<file path="src/rtl/sdram_trk_pkg.sv">
package sdram_trk_pkg;
  typedef enum logic [2:0] {
    CMD_NOP = 3'd0,
    CMD_INH = 3'd1,
    CMD_ACT = 3'd2,
    CMD_RD  = 3'd3,
    CMD_WR  = 3'd4,
    CMD_PRE = 3'd5
  } cmd_e;

  typedef enum logic [1:0] {
    PWR_RUN    = 2'd0,
    PWR_PRE_PD = 2'd1,
    PWR_ACT_PD = 2'd2
  } pwr_mode_e;

  localparam int unsigned PRE_ALL_BIT = 10;
endpackage

</file>
<file path="src/rtl/sdram_trk_bank.sv">
module sdram_trk_bank #(
  parameter int unsigned ROW_W = 12,
  parameter int unsigned T_RP  = 3
) (
  input  logic             clk_i,
  input  logic             rst_ni,
  input  logic             act_i,
  input  logic             pre_i,
  input  logic             acc_i,
  input  logic [ROW_W-1:0] row_i,
  output logic             active_o,
  output logic [ROW_W-1:0] row_o,
  output logic             err_norow_o,
  output logic             err_trp_o,
  output logic             err_reopen_o
);
  localparam int unsigned TRP_W = (T_RP < 2) ? 1 : $clog2(T_RP + 1);
  localparam logic [TRP_W-1:0] TRP_LOAD = TRP_W'(T_RP - 1);

  logic [TRP_W-1:0] trp_q;
  logic             recovered;

  assign recovered = (trp_q == '0);

  always_ff @(posedge clk_i or negedge rst_ni) begin
    if (!rst_ni) begin
      active_o     <= 1'b0;
      row_o        <= '0;
      trp_q        <= '0;
      err_norow_o  <= 1'b0;
      err_trp_o    <= 1'b0;
      err_reopen_o <= 1'b0;
    end else begin
      err_norow_o  <= acc_i & ~active_o;
      err_trp_o    <= act_i & ~active_o & ~recovered;
      err_reopen_o <= act_i & active_o;
      if (pre_i) begin
        active_o <= 1'b0;
        trp_q    <= TRP_LOAD;
      end else begin
        if (!recovered) trp_q <= trp_q - 1'b1;
        if (act_i && !active_o && recovered) begin
          active_o <= 1'b1;
          row_o    <= row_i;
        end
      end
    end
  end
endmodule

</file>
<file path="src/rtl/sdram_trk_pd.sv">
module sdram_trk_pd
  import sdram_trk_pkg::*;
#(
  parameter int unsigned PD_LIMIT = 3_200_000
) (
  input  logic       clk_i,
  input  logic       rst_ni,
  input  logic       cke_i,
  input  logic       idle_cmd_i,
  input  logic       any_open_i,
  output logic [1:0] mode_o,
  output logic       in_pd_o,
  output logic       long_o
);
  localparam int unsigned CNT_W = $clog2(PD_LIMIT + 1);
  localparam logic [CNT_W-1:0] CNT_MAX = CNT_W'(PD_LIMIT);

  pwr_mode_e        mode_q;
  logic [CNT_W-1:0] cnt_q;

  assign in_pd_o = (mode_q != PWR_RUN);
  assign mode_o  = mode_q;
  assign long_o  = in_pd_o && (cnt_q == CNT_MAX);

  always_ff @(posedge clk_i or negedge rst_ni) begin
    if (!rst_ni) begin
      mode_q <= PWR_RUN;
      cnt_q  <= '0;
    end else if (!in_pd_o) begin
      cnt_q <= '0;
      if (!cke_i && idle_cmd_i) mode_q <= any_open_i ? PWR_ACT_PD : PWR_PRE_PD;
    end else if (cke_i && idle_cmd_i) begin
      mode_q <= PWR_RUN;
      cnt_q  <= '0;
    end else if (cnt_q != CNT_MAX) begin
      cnt_q <= cnt_q + 1'b1;
    end
  end
endmodule

</file>
<file path="src/rtl/sdram_bank_tracker.sv">
module sdram_bank_tracker
  import sdram_trk_pkg::*;
#(
  parameter int unsigned NUM_BANKS = 2,
  parameter int unsigned ADDR_W    = 12,
  parameter int unsigned ROW_W     = 12,
  parameter int unsigned T_RP      = 3,
  parameter int unsigned PD_LIMIT  = 3_200_000,
  localparam int unsigned BA_W     = (NUM_BANKS < 2) ? 1 : $clog2(NUM_BANKS)
) (
  input  logic                       clk_i,
  input  logic                       rst_ni,
  input  logic                       cke_i,
  input  logic [2:0]                 cmd_i,
  input  logic [BA_W-1:0]            ba_i,
  input  logic [ADDR_W-1:0]          addr_i,
  output logic [NUM_BANKS-1:0]       bank_active_o,
  output logic [NUM_BANKS*ROW_W-1:0] open_row_o,
  output logic [1:0]                 pwr_mode_o,
  output logic                       err_no_row_o,
  output logic                       err_trp_o,
  output logic                       err_reopen_o,
  output logic                       err_pd_long_o
);
  logic                 in_pd, valid, idle_cmd, pre_all;
  logic [NUM_BANKS-1:0] norow_v, trp_v, reopen_v;

  assign valid    = cke_i & ~in_pd;
  assign idle_cmd = (cmd_i == CMD_NOP) || (cmd_i == CMD_INH);
  assign pre_all  = addr_i[PRE_ALL_BIT];

  for (genvar b = 0; b < NUM_BANKS; b++) begin : g_bank
    logic hit;
    assign hit = (ba_i == BA_W'(b));
    sdram_trk_bank #(.ROW_W(ROW_W), .T_RP(T_RP)) bank_i (
      .clk_i        (clk_i),
      .rst_ni       (rst_ni),
      .act_i        (valid && hit && cmd_i == CMD_ACT),
      .pre_i        (valid && cmd_i == CMD_PRE && (hit || pre_all)),
      .acc_i        (valid && hit && (cmd_i == CMD_RD || cmd_i == CMD_WR)),
      .row_i        (addr_i[ROW_W-1:0]),
      .active_o     (bank_active_o[b]),
      .row_o        (open_row_o[b*ROW_W +: ROW_W]),
      .err_norow_o  (norow_v[b]),
      .err_trp_o    (trp_v[b]),
      .err_reopen_o (reopen_v[b])
    );
  end

  sdram_trk_pd #(.PD_LIMIT(PD_LIMIT)) pd_i (
    .clk_i      (clk_i),
    .rst_ni     (rst_ni),
    .cke_i      (cke_i),
    .idle_cmd_i (idle_cmd),
    .any_open_i (|bank_active_o),
    .mode_o     (pwr_mode_o),
    .in_pd_o    (in_pd),
    .long_o     (err_pd_long_o)
  );

  assign err_no_row_o = |norow_v;
  assign err_trp_o    = |trp_v;
  assign err_reopen_o = |reopen_v;
endmodule

</file>
<file path="config.mk">
export PLATFORM = sky130hd
export DESIGN_NAME = sdram_bank_tracker
export DESIGN_NICKNAME = d
export VERILOG_FILES = /design/src/rtl/sdram_trk_pkg.sv /design/src/rtl/sdram_trk_bank.sv /design/src/rtl/sdram_trk_pd.sv /design/src/rtl/sdram_bank_tracker.sv
export SDC_FILE = /design/constraint.sdc
export NUM_CORES = 1
export LEC_CHECK = 0
export ABC_CLOCK_PERIOD_IN_PS = 2510
export BUFFER_PORTS_ARGS = -buffer_cell sky130_fd_sc_hd__buf_2
export CELL_PAD_IN_SITES_DETAIL_PLACEMENT = 2
export CELL_PAD_IN_SITES_GLOBAL_PLACEMENT = 2
export CORE_MARGIN = 1
export CORE_UTILIZATION = 35
export DETAILED_ROUTE_END_ITERATION = 8
export PLACE_DENSITY_LB_ADDON = 0.1
export SYNTH_ARGS = -nofsm -noshare
export SYNTH_HDL_FRONTEND = slang
export SYNTH_SLANG_ARGS = --single-unit
</file>
<file path="constraint.sdc">
create_clock -name clk_i -period 2.51 [get_ports clk_i]
set_input_delay 0.251 -clock clk_i [delete_from_list [all_inputs] [get_ports clk_i]]
set_output_delay 0.251 -clock clk_i [all_outputs]
set_load 0.005 [all_outputs]
</file>
# == Yosys cells after proc, flatten, opt, wreduce, memory -nomap -nowiden ==
# Index checks and enable logic that the tools add are counted.
# word_totals
register_bits,60
# classes
add_sub_neg,3
eq_ne,11
n_mux,15
bitwise_logic,17
n_reduce_logical,37
# ops
cell,count
22-bit 2-to-1 mux,3
"22-bit by 1-bit adder with 22-bit output, second input constant",1
"22-bit equality test, second input constant",1
"22-bit != test, second input constant",1
1-bit logical AND,16
2-bit 2-to-1 mux,8
1-bit bitwise AND,9
1-bit NOT,8
2-bit nonzero test,4
2-bit OR reduction,4
"3-bit by 2-bit equality test with 1-bit output, second input constant",2
"3-bit equality test, second input constant",2
"2-bit by 1-bit != test with 1-bit output, second input constant",3
2-bit AND reduction,3
2-bit logical NOT,2
1-bit logical OR,4
1-bit 2-to-1 mux,4
"2-bit by 1-bit subtractor with 2-bit output, second input constant",2
"3-bit by 1-bit equality test with 1-bit output, second input constant",1
1-bit logical NOT,3
3-bit logical NOT,1
"3-bit by 1-bit != test with 1-bit output, second input constant",1

# == Logic depth before layout (Yosys ltp) ==
# Gate-level depths: netlist of run 1.
# depth
word_depth,9
mapped_depth,6
ltp_nobuf,6

# == By module ==
# From an unflattened synthesis of run 1, not the netlist that was laid out.
# unflattened
cells_unflattened,247
hier_area_um2,2917.8
# by_module_without_submodules
module,n_inst,cells_each,area_each_um2,seq_area_each_um2
sdram_trk_bank,2,45,744.5,450.4
sdram_trk_pd,1,138,1312.5,600.6
sdram_bank_tracker,1,19,116.4,0.0

# == Least setup slack after synthesis of run 1 ==
# Ideal clock, no wire load.
# synth_timing
path_type,register to register
startpoint,reg pd_i.mode_q[0] (netlist: pd_i.mode_o[0])
endpoint,reg g_bank[0].bank_i.row_o[8]
setup_ns,0.128
arrival_time_ns,1.852
path_slack_ns,0.531
stages_incl_launch_ff,6
n_path_buf,1
period_less_slack_ns,1.979
cell_sequence,dfrtp_1 > or3b_1 > nor4b_4 > nand3_1 > buf_2 > mux2_1
# synth_via
elab_chain_cells,8
word_cells_on_any_way,11
classes_between,3 x bitwise; 8 x reduce/logical
# synth_lines
element,line,text
start: declaration,sdram_trk_pd.sv:18,pwr_mode_e mode_q;
start signal: assignment,sdram_trk_pd.sv:31,if (!cke_i && idle_cmd_i) mode_q <= any_open_i ? PWR_ACT_PD : PWR_PRE_PD;
2-bit nonzero test *,sdram_trk_pd.sv:21,assign in_pd_o = (mode_q != PWR_RUN);
1-bit NOT *,sdram_bank_tracker.sv:28,assign valid = cke_i & ~in_pd;
1-bit bitwise AND *,sdram_bank_tracker.sv:28,
1-bit logical AND (2 in a row),sdram_bank_tracker.sv:38,".act_i (valid && hit && cmd_i == CMD_ACT),"
1-bit logical AND (2 in a row),sdram_trk_bank.sv:42,if (act_i && !active_o && recovered) begin
2-bit AND reduction (no line) *,-,
end signal: assignment,sdram_trk_bank.sv:44,row_o <= row_i;
end: declaration,sdram_trk_bank.sv:12,"output logic [ROW_W-1:0] row_o,"
# Mark *: on every way between the ends. The rest lies on a longest branch, timed or not.
# A chain may end at the register's enable or synchronous reset.

# == Worst setup path in the final report of run 1 ==
# layout_timing
startpoint,reg pd_i.cnt_q[17]
endpoint,out err_pd_long_o
# layout_via
elab_chain_cells,2
# layout_lines
element,line,text
start: declaration,sdram_trk_pd.sv:19,logic [CNT_W-1:0] cnt_q;
start signal: assignment,sdram_trk_pd.sv:36,cnt_q <= cnt_q + 1'b1;
22-bit equality test,sdram_trk_pd.sv:23,assign long_o = in_pd_o && (cnt_q == CNT_MAX);
1-bit logical AND,sdram_trk_pd.sv:23,
end: declaration,sdram_bank_tracker.sv:23,output logic err_pd_long_o
# Every way passes these cells.

==> results.rst, run 1 <==
.. list-table::
   :header-rows: 1

   * - Metric
     - Value
   * - WL per Instance
     - roughly 18 µm
   * - Area enclosed by the die boundary
     - slightly above 8000 µm²
   * - Critical path's largest stage delay
     - 0.45 ns
   * - DRC marker count from the first detailed-route iteration
     - 57
   * - Share of post-route cells with drive strength above 1
     - 0.331
   * - Number of port buffers
     - 50
   * - Number of distinct standard cells referenced by the synthesized netlist
     - 43
   * - Number of synthesized register bits
     - 60
   * - Count of antenna-violating nets left after detailed routing
     - 0
   * - Via-per-instance ratio
     - 5.16
   * - Final setup viols
     - 0
   * - Net count of the mapped netlist
     - about 270
   * - Commonest non-fill, non-tap cells in the layout
     - sky130_fd_sc_hd__dfrtp_1, sky130_fd_sc_hd__buf_2, sky130_fd_sc_hd__nor2_1, sky130_fd_sc_hd__mux2_2, sky130_fd_sc_hd__inv_1
   * - Sinks on the clock net
     - 60
   * - Type of element launching the critical path
     - register
   * - Main synth FF type
     - sky130_fd_sc_hd__dfrtp_1
   * - Maximum vdd drop
     - a little under 0.0004 V
   * - Routed WL
     - 7.37 mm
   * - Post-synth design cell area
     - roughly 2800 µm²
   * - Die X-Extent
     - between 90 and 100 µm
   * - Fmax
     - between 400 and 500 MHz
   * - Pwr Density
     - 887 nW/µm²
   * - Clock input transition at the sequential cells of the worst setup and hold paths
     - roughly 0.08 ns
   * - Required time at the worst-slack endpoint
     - around 2.3 ns
   * - Finished layout cell area
     - roughly 3400 µm²
   * - Status
     - finished, final reports clean
   * - Clock root buffer
     - sky130_fd_sc_hd__clkbuf_8
   * - Vias in the first global route
     - between 2000 and 2500
   * - Highest fanout seen on the critical path
     - 5
   * - Fin nets
     - around 340
   * - Slew Viols, Final
     - 0
   * - Flop2flop setup slack
     - just over 0.4 ns
   * - Placed wire-length estimate after detailed placement
     - 5.06 mm
   * - Clock latency reported for the late side of the worst-skew pair
     - approximately 0.34 ns
   * - Number of placement rows
     - 32
   * - Type of element capturing the critical path
     - primary output
   * - Total vias in the final route
     - around 2200
   * - Final Hold Fails
     - 0
   * - Top cell type's share of synthesized area
     - 0.542
   * - Synth-to-Final Area Change
     - 22.9%
   * - Slowest cell on the critical path
     - sky130_fd_sc_hd__dfrtp_1
   * - Global-route wire length before repair
     - around 13 mm
   * - Most frequent cell on the critical path
     - sky130_fd_sc_hd__nor4_1
   * - Mean area per synthesized cell
     - between 10 and 15 µm²
   * - Class of the most critical setup path
     - reg -> out
   * - Worst path top cell family by delay
     - simple AND/OR/NAND/NOR gates
   * - Grt ovf
     - 0
   * - Placer Congestion
     - 0.699
   * - Worst-margin pin slew
     - 0.607 ns
   * - Core box area
     - 7690 µm²
   * - Share of synthesized flip-flops with an asynchronous set or reset
     - 1.00
   * - Die Span Y
     - 91.0 µm
   * - Worst-case headroom to the max-slew limit
     - 0.593
   * - Number of antenna violations at the first check in global routing
     - 0
   * - Top cells by area, synth
     - sky130_fd_sc_hd__dfrtp_1, sky130_fd_sc_hd__mux2_2, sky130_fd_sc_hd__xnor2_1
   * - Post-route fraction of the period consumed by the critical path
     - 0.897
   * - IO Count
     - between 50 and 60
   * - TNS Setup
     - 0 ns
   * - Post CTS Setup Buffer Count
     - 0
   * - Leakage power
     - between 1.5 and 2 nW
   * - GRT Total Usage
     - 0.196
   * - Clock tree from TritonCTS
     - yes
   * - Gate count after technology mapping
     - between 200 and 250
   * - Post-Route Skew
     - slightly below 0.01 ns
   * - Most common cell after layout, fill and taps aside
     - sky130_fd_sc_hd__dfrtp_1
   * - Cell Chain, Critical Path
     - nor4_1 -> nand4_1 -> nor4_1 -> buf_4 -> buf_2
   * - Arr. time, crit path
     - roughly 2 ns
   * - PostCTS Resize Cnt
     - 0
   * - Starting density of the core
     - 0.360
   * - Share of synthesized area occupied by flip-flops and latches
     - 0.542
   * - MaxCap Viol Count
     - 0
   * - Worst min-delay path category
     - in -> reg
   * - Post-synth top area cell
     - sky130_fd_sc_hd__dfrtp_1
   * - Antenna fix cells
     - 0
   * - Number of buffers created by CTS
     - 9
   * - First-pass DRT Iterations
     - 4
   * - DRC
     - 0
   * - Clock Tree Buf Depth
     - 2
   * - Count of flip-flops with a built-in enable after synthesis
     - 0
   * - Count of synthesis-stage warnings from yosys
     - 0
   * - RSZ-0062 raised after global routing
     - false
   * - Combined buffer and inverter count along the critical path
     - 2
   * - Placed cell areas
     - 3170 µm²
   * - CTS H-tree lvls
     - 3
   * - Clock period minus final worst setup slack
     - 2.25 ns
   * - Maximum number of pins on one net before global-route repair
     - 39
[final timing paths]
check | from | to | cells after the start
max | pd_i.cnt_q[17]$_DFFE_PN0P_ | err_pd_long_o | 5
max reg2reg | pd_i.cnt_q[13]$_DFFE_PN0P_ | pd_i.cnt_q[0]$_DFFE_PN0P_ | 4
max in group asynchronous | rst_ni | g_bank[0].bank_i.row_o[4]$_DFFE_PN0P_ | 3
min reg2reg | g_bank[0].bank_i.row_o[9]$_DFFE_PN0P_ | g_bank[0].bank_i.row_o[9]$_DFFE_PN0P_ | 1
min | addr_i[9] | g_bank[0].bank_i.row_o[9]$_DFFE_PN0P_ | 2
min in group asynchronous | rst_ni | pd_i.cnt_q[17]$_DFFE_PN0P_ | 2
[metal layers]
layer | GRT usage | share of wire
met4 | 0.0569 | 0.012
met1 | 0.258 | 0.47
met2 | 0.317 | 0.48
met5 | 0 | 0
met3 | 0.0528 | 0.038
[sequential cells by signal, indices dropped and copies added, names as in the netlist]
name	cells
g_bank.bank_i.active_o	2
g_bank.bank_i.err_norow_o	2
g_bank.bank_i.err_trp_o	2
g_bank.bank_i.row_o	24
g_bank.bank_i.err_reopen_o	2
pd_i.cnt_q	22
pd_i.mode_o	2
g_bank.bank_i.trp_q	4
[synth_stat cells (2+ instances only)]
cell and number:
sky130_fd_sc_hd__mux2_1 2, sky130_fd_sc_hd__ha_1 4, sky130_fd_sc_hd__or3_1 7, sky130_fd_sc_hd__o21ai_0 10, sky130_fd_sc_hd__or4_1 4, sky130_fd_sc_hd__nor2_1 25
sky130_fd_sc_hd__or4b_1 2, sky130_fd_sc_hd__o31ai_1 3, sky130_fd_sc_hd__nor3_1 7, sky130_fd_sc_hd__nand2_1 13, sky130_fd_sc_hd__nor4_1 4, sky130_fd_sc_hd__buf_4 2
sky130_fd_sc_hd__nand2b_1 2, sky130_fd_sc_hd__buf_2 2, sky130_fd_sc_hd__xor2_1 2, sky130_fd_sc_hd__nand3_1 6, sky130_fd_sc_hd__inv_1 14, sky130_fd_sc_hd__mux2_2 22
sky130_fd_sc_hd__dfrtp_1 60, sky130_fd_sc_hd__and3_1 3, sky130_fd_sc_hd__or2_2 5, sky130_fd_sc_hd__nor4b_1 2, sky130_fd_sc_hd__mux2i_1 2, sky130_fd_sc_hd__xnor2_1 11
sky130_fd_sc_hd__a21oi_1 11, sky130_fd_sc_hd__nand4_1 7
[what timing repair did]
action	CTS	global route
setup endpoints to repair	0	0
hold endpoints to repair	22	0
hold buffers	1	0
[where the power goes]
| part | total, mW | internal (mW) | switching, mW |
|---|---|---|---|
| combinational | 0.737 | 0.347 | 0.390 |
| sequential | 1.28 | 1.14 | 0.143 |
| clock | 1.00 | 0.566 | 0.435 |
| total | 3.02 | 2.05 | 0.968 |
[layout make-up]
class | instances | area [µm²]
clock buffers | 9 | 124
clock inverters | 7 | 98.8
fillers | 848 | 4280
inverters | 14 | 52.6
multi-input cells | 169 | 1180
flip-flops and latches | 60 | 1500
well taps | 102 | 128
repair buffers | 58 | 325
[per-stage QoR]
stage,total power [mW],utilization,setup WS (ns),hold slack (ns),std cells
6_report,3.02,0.443,0.259,0.156,419
5_1_grt,3.21,0.443,0.139,0.148,419
4_1_cts,3.07,0.443,0.286,0.136,419
3_5_place_dp,2.03,0.413,0.424,0.282,402
3_3_place_gp,2.00,0.413,0.487,0.278,402
2_1_floorplan,1.71,-,0.531,-0.0446,249
[worst register-to-register path: cells and delay by family (launching register included)]
family | cells | cell delay (ns)
AOI/OAI and AO/OA | 2 | 0.44
DFF | 1 | 0.42
and+or+nand+nor | 2 | 1.13
[cell families after synthesis]
logic type	count (synthesis)	synth area share
compound gates	31	0.0659
fa+ha+maj	4	0.0181
simple gates	95	0.195
flops	60	0.542
mux	26	0.105
buf+inv	20	0.0334
xor+xnor	13	0.0411
Note: power is estimated with default switching activity, not from simulation.
==> inputs of run 2 (changes only) <==
--- a/config.mk
+++ b/config.mk
@@ -5,7 +5,7 @@
 export SDC_FILE = /design/constraint.sdc
 export NUM_CORES = 1
 export LEC_CHECK = 0
-export ABC_CLOCK_PERIOD_IN_PS = 2510
+export ABC_CLOCK_PERIOD_IN_PS = 2100
 export BUFFER_PORTS_ARGS = -buffer_cell sky130_fd_sc_hd__buf_2
 export CELL_PAD_IN_SITES_DETAIL_PLACEMENT = 2
 export CELL_PAD_IN_SITES_GLOBAL_PLACEMENT = 2
==> constraint.sdc (replaced) <==
create_clock -name clk_i -period 2.1 [get_ports clk_i]
set_input_delay 0.21 -clock clk_i [delete_from_list [all_inputs] [get_ports clk_i]]
set_output_delay 0.21 -clock clk_i [all_outputs]
set_load 0.005 [all_outputs]
==> run 2 against run 1 <==
Sequential share of layout area decreased by 1.1 points. Count of clock-buffer cells in the layout unchanged. Combinational power increased by 22%. First-iteration DRC count shrank 8.8%. Register-to-register slack got worse by 0.36 ns. Sequential power increased by 19%. Final area increased by 2.8%. Clock skew decreased by 0.0057 ns. Clock power grew 18%. Wire length decreased by 3.8%. Final cell count increased by 1.7%. Critical endpoint is now pd_i.cnt_q[0]$_DFFE_PN0P_. Largest power group unchanged.
==> results.rst, run 2 (synthesis gave the netlist of run 1 again) <==
.. list-table::
   :header-rows: 1

   * - Metric
     - Value
   * - Status
     - finished, final reports clean (unchanged)
   * - Routed WL
     - 7.09 mm (was 7.37 mm)
   * - Class of the most critical setup path
     - reg -> reg (was reg -> out)
   * - Area enclosed by the die boundary
     - 8270 µm² (unchanged)
   * - Global-route wire length before repair
     - 12.0 mm (was 12.5 mm)
   * - Pwr Density
     - 1030 nW/µm² (was 887 nW/µm²)
   * - Highest fanout seen on the critical path
     - 3 (was 5)
   * - Clock root buffer
     - sky130_fd_sc_hd__clkbuf_8 (unchanged)
   * - Required time at the worst-slack endpoint
     - 2.33 ns (was 2.26 ns)
   * - Clock latency reported for the late side of the worst-skew pair
     - 0.34 ns (about the same)
   * - Worst-margin pin slew
     - 0.414 ns (was 0.607 ns)
   * - Routed metal-1 wirelength
     - 3.33 mm (was 3.46 mm)
   * - Antenna fix cells
     - 0 (unchanged)
   * - Number of port buffers
     - 50 (unchanged)
   * - WL per Instance
     - 16.6 µm (was 17.6 µm)
   * - CTS H-tree lvls
     - 3 (unchanged)
   * - Via-per-instance ratio
     - 5.10 (was 5.16)
   * - Clock period minus final worst setup slack
     - slightly above 2 ns
   * - Commonest non-fill, non-tap cells in the layout
     - sky130_fd_sc_hd__dfrtp_1, sky130_fd_sc_hd__buf_2, sky130_fd_sc_hd__nor2_1, sky130_fd_sc_hd__mux2_2 (was sky130_fd_sc_hd__dfrtp_1, sky130_fd_sc_hd__buf_2, sky130_fd_sc_hd__nor2_1, sky130_fd_sc_hd__mux2_2, sky130_fd_sc_hd__inv_1)
   * - Core box area
     - 7690 µm² (unchanged)
   * - Die X-Extent
     - 91.0 µm (unchanged)
   * - Number of cells traversed by the worst hold path
     - 2 (unchanged)
   * - Critical path origin
     - pd_i.cnt_q[13]$_DFFE_PN0P_ (was pd_i.cnt_q[17]$_DFFE_PN0P_)
   * - Worst-case headroom to the max-slew limit
     - 0.721 (was 0.593)
   * - Share of post-route cells with drive strength above 1
     - 0.373 (was 0.331)
   * - Post-route fraction of the period consumed by the critical path
     - 0.974
   * - RSZ-0062 raised after global routing
     - true (was false)
   * - Die Span Y
     - 91.0 µm (unchanged)
   * - R2R depth
     - 4 (unchanged)
   * - GRT Total Usage
     - 0.187 (was 0.196)
   * - Final setup viols
     - 0 (unchanged)
   * - Synth-to-Final Area Change
     - 26.4% (was 22.9%)
   * - Clock input transition at the sequential cells of the worst setup and hold paths
     - 0.07 ns (was 0.08 ns)
   * - Number of antenna violations at the first check in global routing
     - 0 (unchanged)
   * - Starting density of the core
     - 0.360 (unchanged)
   * - Grt ovf
     - 0 (unchanged)
   * - Fmax
     - roughly 490 MHz
   * - Number of placement rows
     - 32 (unchanged)
   * - Regs by FF count
     - g_bank.bank_i.row_o x24, pd_i.cnt_q x22, g_bank.bank_i.trp_q x4 (unchanged)
   * - First-pass DRT Iterations
     - 4 (unchanged)
   * - Count of antenna-violating nets left after detailed routing
     - 0 (unchanged)
   * - End of the worst register-to-register path
     - pd_i.cnt_q[0]$_DFFE_PN0P_ (unchanged)
   * - Top layer in use
     - met4 (unchanged)
   * - Worst min-delay path category
     - in -> reg (unchanged)
   * - Sinks on the clock net
     - 60 (unchanged)
   * - Most common cell after layout, fill and taps aside
     - sky130_fd_sc_hd__dfrtp_1 (unchanged)
   * - Maximum number of pins on one net before global-route repair
     - 61 (was 39)
   * - Clock Tree Buf Depth
     - 2 (unchanged)
   * - IO Count
     - 51 (unchanged)
   * - Clock tree from TritonCTS
     - yes (unchanged)
   * - Placed wire-length estimate after detailed placement
     - 5.03 mm (was 5.06 mm)
   * - Number of buffers created by CTS
     - 9 (unchanged)
   * - Post-Route Skew
     - 0.00394 ns (was 0.00963 ns)
   * - TNS Setup
     - 0 ns (unchanged)
   * - Crit Reg-Reg Startpoint
     - pd_i.cnt_q[13]$_DFFE_PN0P_ (unchanged)
   * - Type of element capturing the critical path
     - register (was primary output)
   * - Sink of the worst hold path
     - g_bank[0].bank_i.err_norow_o$_DFF_PN0_ (was g_bank[0].bank_i.row_o[9]$_DFFE_PN0P_)
   * - Type of element launching the critical path
     - register (unchanged)
   * - DRC marker count from the first detailed-route iteration
     - 52 (was 57)
   * - Placer Congestion
     - 0.703 (was 0.699)
   * - Met3 routed wirelength
     - 295 µm (was 283 µm)
   * - Total vias in the final route
     - 2171 (was 2162)
   * - Leakage power
     - 1.69 nW (was 1.64 nW)
   * - Routed length on met2
     - 3.23 mm (was 3.54 mm)
   * - Setup slack of the critical path after layout
     - 0.0538 ns (was 0.259 ns)
   * - Largest Register
     - g_bank.bank_i.row_o (unchanged)
   * - Hold Crit Start
     - ba_i (was addr_i[9])
   * - Fin nets
     - 342 (was 335)
   * - Maximum vdd drop
     - 0.000422 V (was 0.000391 V)
   * - Worst-case setup slack after placement
     - 0.0808 ns (was 0.424 ns)
   * - Slew Viols, Final
     - 0 (unchanged)
   * - Flop2flop setup slack
     - 0.05 ns (was 0.41 ns)
   * - DRC
     - 0 (unchanged)
   * - Vias in the first global route
     - 2386 (was 2387)
   * - MaxCap Viol Count
     - 0 (unchanged)
   * - Arr. time, crit path
     - 2.28 ns (was 2.00 ns)
   * - Final Hold Fails
     - 0 (unchanged)
   * - Number of flip-flops in the largest register
     - 24 (unchanged)
==> run 2: cell count changes in the layout (fill, tap and decap cells not counted), sizes merged <==
cell / previous run / this run
buf: 57 / 64
==> run 2: critical path, stage by stage, from the launching register on <==
cell,delay (ns)
sky130_fd_sc_hd__dfrtp_1,0.37
sky130_fd_sc_hd__or4b_1,0.56
sky130_fd_sc_hd__or4b_1,0.57
sky130_fd_sc_hd__o211a_1,0.23
sky130_fd_sc_hd__a31o_2,0.20
==> run 2: timing repair <==
item,in CTS,in global routing
endpoints found under the hold margin,60,0
hold buffers,1,0
buffers inserted,0,1
endpoints found under the setup margin,1,5
pin swaps,0,2
gates resized for setup,1,11
==> run 2: final cells by class <==
class / instances / area [µm²]
clock inverter: 7 / 98.8
tap: 102 / 128
clock buffer: 9 / 124
inverter: 14 / 52.6
fill: 834 / 4190
multi-input combinational: 169 / 1210
timing repair buffer: 65 / 388
sequential: 60 / 1510
==> run 2: layer usage <==
metal  GRT usage  up-vias
li1            -     1013
met1       0.244     1096
met2       0.291       46
met3      0.0444       16
met4      0.0952        0
met5           0        -
==> run 2: worst max-delay path by stage <==
stage	to	slack, ns	depth (start not counted)
floorplan	g_bank[0].bank_i.row_o[8]$_DFFE_PN0P_	0.12	5
global placement	pd_i.cnt_q[0]$_DFFE_PN0P_	0.12	4
detailed placement	pd_i.cnt_q[0]$_DFFE_PN0P_	0.08	4
CTS	err_pd_long_o	0.0005	7
global route	err_pd_long_o	-0.05	5
finish	pd_i.cnt_q[0]$_DFFE_PN0P_	0.05	4
==> run 2: stage by stage <==
step	area [µm²]	power, mW	utilization	hold slack [ns]	instances
after floorplan	2770	2.05	-	-0.0856	249
after global placement	3220	2.40	0.419	0.249	408
after detailed placement	3220	2.45	0.419	0.251	408
after CTS	3460	3.65	0.450	0.0899	425
after global routing	3500	3.84	0.456	0.104	426
final	3500	3.61	0.456	0.108	426
==> run 2: report_power, final <==
group / internal [mW] / switching [mW]
combinational: 0.437 / 0.465
sequential: 1.36 / 0.158
clock: 0.676 / 0.508
total: 2.48 / 1.13
==> inputs of run 3 (changes only) <==
==> constraint.sdc (replaced) <==
create_clock -name clk_i -period 2.1 [get_ports clk_i]
set_input_delay 0.42 -clock clk_i [delete_from_list [all_inputs] [get_ports clk_i]]
set_output_delay 0.42 -clock clk_i [all_outputs]
set_load 0.005 [all_outputs]
==> run 3 against run 2 <==
The run now ends with negative setup slack left. Count of clock-buffer cells in the layout is 1 higher. Power grew 1.2%. Via count up 2.3%. First-iteration DRC count up 46%. Sequential cell count did not move. Clock skew increased by 0.0037 ns. Clock power is essentially flat. Final cell count up 2.1%. Sequential power hardly changed. Register-to-register slack improved by 0.02 ns.
==> results.rst, run 3 (synthesis gave the netlist of run 1 again) <==
.. list-table::
   :header-rows: 1

   * - Metric
     - Value
   * - Part of the total power dissipated in combinational logic
     - 0.269 (was 0.250)
   * - Regs by FF count
     - g_bank.bank_i.row_o x24, pd_i.cnt_q x22, g_bank.bank_i.trp_q x4 (unchanged)
   * - Worst-case setup slack after placement
     - -0.0226 ns (was 0.0808 ns)
   * - Clock latency reported for the late side of the worst-skew pair
     - 0.35 ns (was 0.34 ns)
   * - Number of buffers created by CTS
     - 9 (unchanged)
   * - Critical path origin
     - pd_i.cnt_q[0]$_DFFE_PN0P_ (was pd_i.cnt_q[13]$_DFFE_PN0P_)
   * - Required time at the worst-slack endpoint
     - 1.68 ns (was 2.33 ns)
   * - Clock period minus final worst setup slack
     - 2.19 ns (was 2.05 ns)
   * - Antenna fix cells
     - 0 (unchanged)
   * - Slew Viols, Final
     - 0 (unchanged)
   * - First-pass DRT Iterations
     - 4 (unchanged)
   * - Class of the most critical setup path
     - reg -> out (was reg -> reg)
   * - Pwr Density
     - 1020 nW/µm² (was 1030 nW/µm²)
   * - Leakage power
     - 1.74 nW (was 1.69 nW)
   * - Final Non-Filler Cells
     - 435 (was 426)
   * - GRT Total Usage
     - 0.197 (was 0.187)
   * - Fmax
     - 456 MHz (was 489 MHz)
   * - Switching fraction of total power
     - 0.313 (about the same)
   * - CTS H-tree lvls
     - 3 (unchanged)
   * - Type of element launching the critical path
     - register (unchanged)
   * - Cell Chain, Critical Path
     - inv_1 -> ha_1 -> nor2b_2 -> nand4_1 -> nor4_2 -> buf_4 -> buf_6 (was or4b_1 -> or4b_1 -> o211a_1 -> a31o_2)
   * - Slowest cell on the critical path
     - sky130_fd_sc_hd__dfrtp_1 (was sky130_fd_sc_hd__or4b_1)
   * - WL per Instance
     - 16.9 µm (was 16.6 µm)
   * - Clock root buffer
     - sky130_fd_sc_hd__clkbuf_8 (unchanged)
   * - Failing checks
     - negative setup slack
   * - Total vias in the final route
     - 2221 (was 2171)
   * - Placer Congestion
     - 0.723 (was 0.703)
   * - Cell total after placement
     - 413 (was 408)
   * - Placed cell areas
     - 3260 µm² (was 3220 µm²)
   * - Number of placement rows
     - 32 (unchanged)
   * - Number of flip-flops in the largest register
     - 24 (unchanged)
   * - RSZ-0062 raised after global routing
     - true (unchanged)
   * - Largest Register
     - g_bank.bank_i.row_o (unchanged)
   * - Placed wire-length estimate after detailed placement
     - 5.06 mm (was 5.03 mm)
   * - DRC
     - 0 (unchanged)
   * - Core box area
     - 7690 µm² (unchanged)
   * - Via-per-instance ratio
     - 5.11 (was 5.10)
   * - Clock tree from TritonCTS
     - yes (unchanged)
   * - Fin nets
     - 351 (was 342)
   * - DRC marker count from the first detailed-route iteration
     - 76 (was 52)
   * - Routed WL
     - 7.34 mm (was 7.09 mm)
   * - Arr. time, crit path
     - 1.77 ns (was 2.28 ns)
   * - Die X-Extent
     - 91.0 µm (unchanged)
   * - Share of power burned in registers
     - 0.412 (was 0.422)
   * - Switching power
     - 1.14 mW (was 1.13 mW)
   * - Sinks on the clock net
     - 60 (unchanged)
   * - Maximum number of pins on one net before global-route repair
     - 61 (unchanged)
   * - Synth-to-Final Area Change
     - 29.2% (was 26.4%)
   * - Clock Tree Buf Depth
     - 2 (unchanged)
   * - Starting density of the core
     - 0.360 (unchanged)
   * - Finished layout cell area
     - 3580 µm² (was 3500 µm²)
   * - Global-route wire length before repair
     - 12.4 mm (was 12.0 mm)
   * - Count of fill cells added during filler insertion
     - 875 (was 834)
   * - Commonest non-fill, non-tap cells in the layout
     - sky130_fd_sc_hd__dfrtp_1, sky130_fd_sc_hd__buf_2, sky130_fd_sc_hd__nor2_1, sky130_fd_sc_hd__buf_4, sky130_fd_sc_hd__mux2_2 (was sky130_fd_sc_hd__dfrtp_1, sky130_fd_sc_hd__buf_2, sky130_fd_sc_hd__nor2_1, sky130_fd_sc_hd__mux2_2)
   * - Clock input transition at the sequential cells of the worst setup and hold paths
     - 0.07 ns (about the same)
   * - Post-route fraction of the period consumed by the critical path
     - 1.04 (was 0.974)
   * - Area enclosed by the die boundary
     - 8270 µm² (unchanged)
   * - Most common cell after layout, fill and taps aside
     - sky130_fd_sc_hd__dfrtp_1 (unchanged)
   * - Worst min-delay path category
     - in -> async (was in -> reg)
   * - Count of antenna-violating nets left after detailed routing
     - 0 (unchanged)
   * - Flop2flop setup slack
     - 0.07 ns (was 0.05 ns)
   * - MaxCap Viol Count
     - 0 (unchanged)
   * - Grt ovf
     - 0 (unchanged)
   * - Vias in the first global route
     - 2404 (was 2386)
   * - Share of post-route cells with drive strength above 1
     - 0.396 (was 0.373)
   * - Status
     - finished with violations (was finished, final reports clean)
   * - Crit Reg-Reg Startpoint
     - pd_i.cnt_q[13]$_DFFE_PN0P_ (unchanged)
   * - Post-Route Skew
     - 0.00760 ns (was 0.00394 ns)
   * - Highest fanout seen on the critical path
     - 2 (was 3)
   * - Number of antenna violations at the first check in global routing
     - 0 (unchanged)
   * - Worst-case headroom to the max-slew limit
     - 0.710 (was 0.721)
   * - Final worst hold slack
     - 0.0705 ns (was 0.108 ns)
   * - Maximum vdd drop
     - 0.000386 V (was 0.000422 V)
   * - Type of element capturing the critical path
     - primary output (was register)
   * - Setup slack of the critical path after layout
     - -0.0945 ns (was 0.0538 ns)
   * - Number of port buffers
     - 50 (unchanged)
   * - IO Count
     - 51 (unchanged)
   * - Internal power consumption
     - 2.51 mW (was 2.48 mW)
   * - Die Span Y
     - 91.0 µm (unchanged)
   * - Worst-margin pin slew
     - 0.430 ns (was 0.414 ns)
   * - Proportion of power drawn by the clock network
     - 0.318 (was 0.328)
   * - Final Hold Fails
     - 0 (unchanged)
   * - Final setup viols
     - 1 (was 0)
   * - Critical path's largest stage delay
     - 0.39 ns (was 0.57 ns)
-- run 3: cell count changes in the layout (fill, tap and decap cells not counted), sizes merged --
cell         before  now
dlygate4sd3       1    0
inv              16   15
clkinv            2    3
clkbuf            9   10
buf              64   74
clkinvlp          1    0
-- run 3: cell type report --
class	count	area, µm²	share of cell area
tap	102	128	0.0357
clock inverter	6	87.6	0.0245
clock buffer	10	128	0.0357
multi-input combinational	169	1230	0.344
inverter	14	52.6	0.0147
sequential	60	1510	0.420
timing repair buffer	74	449	0.125
-- run 3: through the flow --
stage,TNS [ns],utilization,total power [mW]
3_3_place_gp,0,0.424,2.43
6_report,-0.0945,0.466,3.65
5_1_grt,-0.214,0.466,3.87
4_1_cts,-0.121,0.461,3.69
2_1_floorplan,0,-,2.05
3_5_place_dp,-0.0426,0.424,2.46
-- run 3: power by group through the flow --
stage	Combinational (mW)	Sequential [mW]	Clock, mW
after floorplan	0.514	1.53	0
after detailed placement	0.927	1.54	0
final	0.983	1.51	1.16
after global routing	1.10	1.53	1.24
after global placement	0.899	1.53	0
after CTS	0.991	1.50	1.20
-- run 3: worst paths after layout --
path | endpoint | depth (start not counted)
worst max-delay path | err_pd_long_o | 7
worst min-delay path | pd_i.cnt_q[16]$_DFFE_PN0P_ | 2
worst max register to register | pd_i.cnt_q[0]$_DFFE_PN0P_ | 4
worst min register to register | g_bank[0].bank_i.row_o[9]$_DFFE_PN0P_ | 1
max in group asynchronous | pd_i.cnt_q[2]$_DFFE_PN0P_ | 2
min in group clk_i | g_bank[0].bank_i.row_o[11]$_DFFE_PN0P_ | 2
-- run 3: critical path: cells and delay by family, from the launching register on --
kind                       cells  cell delay (ns)
adders and majority gates      1             0.16
buffers and inverters          3             0.34
and+or+nand+nor                3             0.54
DFF                            1             0.39
-- run 3: per-layer routing --
layer	routed length (µm)	GRT usage	part of all wire	vias up
li1	-	-	-	1030
met1	3580	0.269	0.49	1143
met2	3400	0.301	0.46	37
met3	228	0.0419	0.031	11
met4	130	0.0886	0.018	0
met5	0	0	0	-
-- run 3: timing repair --
item | 4_1_cts | 5_1_grt
pin swaps | 3 | 2
hold buffers | 0 | 0
setup buffers | 4 | 2
gates resized for setup | 9 | 5
setup endpoints to repair | 1 | 4
